`src/rtl/pwm_evt_pkg.sv`:
```
package pwm_evt_pkg;
  localparam int CTRL_W   = 16;
  localparam int PS_W     = 5;
  localparam int NUM_CMP  = 3;
  localparam int PS_LSB   = 11;
  localparam int EN_LSB   = 8;
  localparam int UPD_LSB  = 3;
  localparam int UPD_W    = 2;
  localparam int SEL_LSB  = 0;
  localparam int SEL_W    = 3;

  localparam logic [CTRL_W-1:0] CTRL_MASK = 16'hFF1F;

  typedef enum logic [SEL_W-1:0] {
    GSEL_EOC  = 3'd0,
    GSEL_CMPA = 3'd1,
    GSEL_CMPB = 3'd2,
    GSEL_CMPC = 3'd3
  } gen_sel_e;

  typedef enum logic [UPD_W-1:0] {
    UMODE_SW    = 2'd0,
    UMODE_DUTY  = 2'd1,
    UMODE_PHASE = 2'd2,
    UMODE_CMPA  = 2'd3
  } upd_mode_e;
endpackage

```
`src/rtl/evt_ctrl_reg.sv`:
```
module evt_ctrl_reg
  import pwm_evt_pkg::*;
(
  input  logic              clk,
  input  logic              rst_n,
  input  logic              wr_en,
  input  logic [CTRL_W-1:0] wr_data,
  output logic [CTRL_W-1:0] ctrl
);
  always_ff @(posedge clk or negedge rst_n) begin
    if (!rst_n)     ctrl <= '0;
    else if (wr_en) ctrl <= wr_data & CTRL_MASK;
  end
endmodule

```
`src/rtl/evt_postscaler.sv`:
```
module evt_postscaler #(
  parameter int PS_W    = 5,
  parameter int NUM_CMP = 3
) (
  input  logic               clk,
  input  logic               rst_n,
  input  logic [NUM_CMP-1:0] cmp,
  input  logic [NUM_CMP-1:0] en,
  input  logic [PS_W-1:0]    ps_code,
  input  logic               restart,
  output logic               trig
);
  logic [NUM_CMP-1:0] hit;
  logic [PS_W-1:0]    cnt;
  logic               ev;
  logic               at_limit;

  for (genvar g = 0; g < NUM_CMP; g++) begin : g_gate
    assign hit[g] = cmp[g] & en[g];
  end

  assign ev       = |hit;
  assign at_limit = (cnt == ps_code);
  assign trig     = ev && at_limit && !restart;

  always_ff @(posedge clk or negedge rst_n) begin
    if (!rst_n)       cnt <= '0;
    else if (restart) cnt <= '0;
    else if (ev)      cnt <= at_limit ? '0 : cnt + 1'b1;
  end
endmodule

```
`src/rtl/evt_gen_select.sv`:
```
module evt_gen_select
  import pwm_evt_pkg::*;
(
  input  logic [SEL_W-1:0] sel,
  input  logic             eoc,
  input  logic             cmp_a,
  input  logic             cmp_b,
  input  logic             cmp_c,
  output logic             gen_trig
);
  always_comb begin
    case (sel)
      GSEL_EOC:  gen_trig = eoc;
      GSEL_CMPA: gen_trig = cmp_a;
      GSEL_CMPB: gen_trig = cmp_b;
      GSEL_CMPC: gen_trig = cmp_c;
      default:   gen_trig = 1'b0;
    endcase
  end
endmodule

```
`src/rtl/evt_update_req.sv`:
```
module evt_update_req
  import pwm_evt_pkg::*;
(
  input  logic             clk,
  input  logic             rst_n,
  input  logic [UPD_W-1:0] mode,
  input  logic             sw_update,
  input  logic             wr_duty,
  input  logic             wr_phase,
  input  logic             wr_cmpa,
  input  logic             clear,
  output logic             req
);
  logic auto_set;
  logic set;

  always_comb begin
    case (mode)
      UMODE_DUTY:  auto_set = wr_duty;
      UMODE_PHASE: auto_set = wr_phase;
      UMODE_CMPA:  auto_set = wr_cmpa;
      default:     auto_set = 1'b0;
    endcase
  end

  assign set = sw_update | auto_set;

  always_ff @(posedge clk or negedge rst_n) begin
    if (!rst_n) req <= 1'b0;
    else        req <= set | (req & ~clear);
  end
endmodule

```
`src/rtl/pwm_evt_router.sv`:
```
module pwm_evt_router
  import pwm_evt_pkg::*;
(
  input  logic              clk,
  input  logic              rst_n,
  input  logic              reg_wr_en,
  input  logic [CTRL_W-1:0] reg_wr_data,
  output logic [CTRL_W-1:0] reg_rd_data,
  input  logic              cmp_a,
  input  logic              cmp_b,
  input  logic              cmp_c,
  input  logic              eoc,
  input  logic              sw_update,
  input  logic              wr_duty,
  input  logic              wr_phase,
  input  logic              wr_cmpa,
  input  logic              upd_clear,
  output logic              adc_trig,
  output logic              gen_trig,
  output logic              upd_req
);
  logic [CTRL_W-1:0] ctrl;

  evt_ctrl_reg u_reg (
    .clk     (clk),
    .rst_n   (rst_n),
    .wr_en   (reg_wr_en),
    .wr_data (reg_wr_data),
    .ctrl    (ctrl)
  );

  assign reg_rd_data = ctrl;

  evt_postscaler #(.PS_W(PS_W), .NUM_CMP(NUM_CMP)) u_ps (
    .clk     (clk),
    .rst_n   (rst_n),
    .cmp     ({cmp_c, cmp_b, cmp_a}),
    .en      (ctrl[EN_LSB +: NUM_CMP]),
    .ps_code (ctrl[PS_LSB +: PS_W]),
    .restart (reg_wr_en),
    .trig    (adc_trig)
  );

  evt_gen_select u_sel (
    .sel      (ctrl[SEL_LSB +: SEL_W]),
    .eoc      (eoc),
    .cmp_a    (cmp_a),
    .cmp_b    (cmp_b),
    .cmp_c    (cmp_c),
    .gen_trig (gen_trig)
  );

  evt_update_req u_upd (
    .clk       (clk),
    .rst_n     (rst_n),
    .mode      (ctrl[UPD_LSB +: UPD_W]),
    .sw_update (sw_update),
    .wr_duty   (wr_duty),
    .wr_phase  (wr_phase),
    .wr_cmpa   (wr_cmpa),
    .clear     (upd_clear),
    .req       (upd_req)
  );
endmodule

```
`config.mk`:
```
export PLATFORM = sky130hd
export DESIGN_NAME = pwm_evt_router
export DESIGN_NICKNAME = d
export VERILOG_FILES = /design/src/rtl/pwm_evt_pkg.sv /design/src/rtl/evt_ctrl_reg.sv /design/src/rtl/evt_postscaler.sv /design/src/rtl/evt_gen_select.sv /design/src/rtl/evt_update_req.sv /design/src/rtl/pwm_evt_router.sv
export SDC_FILE = /design/constraint.sdc
export NUM_CORES = 1
export LEC_CHECK = 0
export BUFFER_PORTS_ARGS = -buffer_cell sky130_fd_sc_hd__buf_2
export CORE_MARGIN = 2
export CORE_UTILIZATION = 40
export DETAILED_ROUTE_END_ITERATION = 8
export PLACE_DENSITY = 0.83
export SLEW_MARGIN = 10
export SYNTH_ARGS = -nofsm -noshare
export SYNTH_HDL_FRONTEND = slang
export SYNTH_SLANG_ARGS = --single-unit
```
`constraint.sdc`:
```
create_clock -name clk -period 1.14 [get_ports clk]
set_input_delay 0.114 -clock clk [delete_from_list [all_inputs] [get_ports clk]]
set_output_delay 0.114 -clock clk [all_outputs]
set_load 0.02 [all_outputs]
```
==> reports/qor.txt <==
status - complete, but fails checks
violated checks - setup timing
total power - 1.719 mW
wire per inst - 13.52 µm
Worst Hold Class - primary input to register
vias in the first global route - 933
CP Class - register to primary output
largest net degree at the start of global routing - 21
core footprint - 0.002212 mm²
routed vias - 827
Setup Viol. Count Final - 7
Filler cells - 172
Layout Utilization - 64.25%
GRT Util Overall - 18.39%
prevailing post-synth register cell - dfrtp_1
initial DRC count - 3
Worst-Skew Late Latency - 0.30 ns
pre-CTS setup slack - -0.2746 ns
first-pass GRT wire length - 3726 µm
crit path capture type - primary output
final wirelength - 2258 µm
total CTS buffers - 3
crit path launch - u_reg.ctrl[8]
Final Critical Period - 1.566 ns
I/O Pins - 47
hold_sp - sw_update
Root Buffer - clkbuf_4
cells after synthesis - 79
Worst IR Drop VDD - 992.3 µV
initial antenna violation count - 0
DIE AREA - 0.002756 mm²
reg2reg end - u_ps.cnt[4]
Fin. Hold Viols - 0
register area share after synthesis - 50.53%
Die W - 52.50 µm
clock sink count - 19
fraction of registers with async set or reset after synthesis - 100.0%
final std cells w/o fill - 167
DP Cell Count - 159
# port buffers - 40
first-pass iteration count of the detailed router - 4
delay of the slowest critical-path stage - 0.43 ns
worst r2r src - u_reg.ctrl[8]
Synth top area share - 50.53%
DRC violations left - 0
vias per cell - 4.952
htree depth - 1
HPWL after DPL - 1628 µm
Routed Antenna Nets - 0
gpl congestion - 0.7506
Antenna Cells - 0
crit-path leading delay family - flip-flops
Reg clk slew, reported paths - 0.13 ns
Synth area leader - dfrtp_1
CP max-delay cell - dfrtp_2
Crit path top cell by count - buf_4
reg2reg setup slack - -0.41 ns
area taken by multi-input logic gates - 457.9 µm²
Hold Path Depth - 3
mapped cell area - 940.9 µm²
final number of max-transition violations - 0
critical path required time - 1.03 ns
Fin Clk Skew - 0.01310 ns
YS warnings - 0
Vert. Die Dim - 52.50 µm
Longest Clk Path Bufs - 2
grt ovf - 0
syn avg cell area - 11.91 µm²
DP Area - 0.001299 mm²
crit start category - register
max_cap viols - 0
layout cells sized above 1 - 61.87%
synthesis-to-finish area growth - 51.06%
Peak Freq - 638.4 MHz
FF-to-FF path depth - 5
RSZ-0062 raised after global routing - true
EDFF count, synth - 0
CP Buf/Inv Count - 2
#FFs+latches synth - 19
Arr. time, crit path - 1.45 ns
pwr/cell area - 1210 mW/mm²
post-layout net count - 169
Seq. cell area - 478.0 µm²
Hold Path Sink - u_upd.req
final instance area - 0.001421 mm²
worst path cell trace - a222oi_1, buf_4, nor4_4, buf_4
fin crit share - 137.4%
top cells by area, synth - dfrtp_1 (51%), mux2_2 (17%), xnor2_1 (4.7%)
synth unique cells - 25
row cnt - 17
Pleak - 0.6708 nW
initial core utilization - 42.53%
TritonCTS clock tree - done
setup ws final - -0.4265 ns
critical path peak fanout - 3
[cells by family (layout without fill, tap and decap cells)]
kind of cell	count (synthesis)	in the layout	synth area share, %
adders and majority gates	1	1	1.330
muxes	18	18	22.34
DFF	19	19	50.53
xor gates and xnor gates	5	5	4.654
and+or+nand+nor	18	18	9.707
buffers and inverters	9	67	5.319
other	1	3	0.3986
AOI/OAI and AO/OA	8	8	5.718
[where the power goes]
group | internal (mW) | switching, mW
logic | 0.307 | 0.271
clock network | 0.133 | 0.225
registers | 0.735 | 0.0486
[state kept, by name, summed over array words and instances (netlist names)]
signal,count
u_ps.cnt,5
u_upd.req,1
u_reg.ctrl,13
[cell usage after synthesis (2+ instances only)]
library cell,number
dfrtp_1,19
mux2_2,14
nand2_1,5
xnor2_1,5
buf_4,4
nor4_1,4
mux2i_1,3
nor2_1,3
a21oi_1,2
a31oi_1,2
clkbuf_1,2
inv_1,2
nand4_1,2
[cell usage in the layout (no fill, tap or decap), drive strengths merged, types with 2 or more instances in the layout]
cell type / instances
buf: 60
a21oi: 2
a31oi: 2
nand4: 2
nor2: 3
conb: 3
nor4: 4
mux2: 14
inv: 2
clkbuf: 3
mux2i: 3
dfrtp: 19
xnor2: 5
nand2: 5
[repair_timing]
action / CTS / global route
hold endpoints to repair: 19 / 0
buffers inserted: 3 / 1
resized for setup: 5 / 15
endpoints found under the setup margin: 7 / 14
hold buffers: 1 / 0
pin swaps: 5 / 0
[worst min-delay path: cells and delay by family]
family                 cells  cell delay (ns)
AOI/OAI and AO/OA          2             0.11
buffers and inverters      1             0.08
[routing by layer]
metal  track usage, %  routed length (µm)
met1            18.28                 838
met4            8.120                  29
met3            3.143                 133
met2            36.25                1256
met5                0                   0
[through the flow]
step | TNS (ns) | hold slack [ns]
2_1_floorplan | -1.052 | -0.1816
3_3_place_gp | -0.9852 | 0.07108
3_5_place_dp | -1.379 | 0.07089
4_1_cts | -2.511 | 0.02492
5_1_grt | -3.152 | 0.02264
6_report | -2.467 | 0.02941
[final cells by class]
type	instances	share of cell area (%)
clock buffer	3	1.585
sequential	19	33.63
timing repair buffer	61	29.05
clock inverter	1	0.5282
inverter	2	0.5282
tap	28	2.465
multi-input combinational	53	32.22
[worst max-delay path by stage]
stage / to / slack (ns) / cells after the start
after floorplan: u_ps.cnt[2] / -0.21 / 4
after global routing: adc_trig / -0.51 / 4
after detailed placement: u_ps.cnt[4] / -0.27 / 4
after global placement: u_ps.cnt[2] / -0.16 / 4
final: adc_trig / -0.43 / 4
after CTS: adc_trig / -0.44 / 4
(Power assumes the default switching activity.)
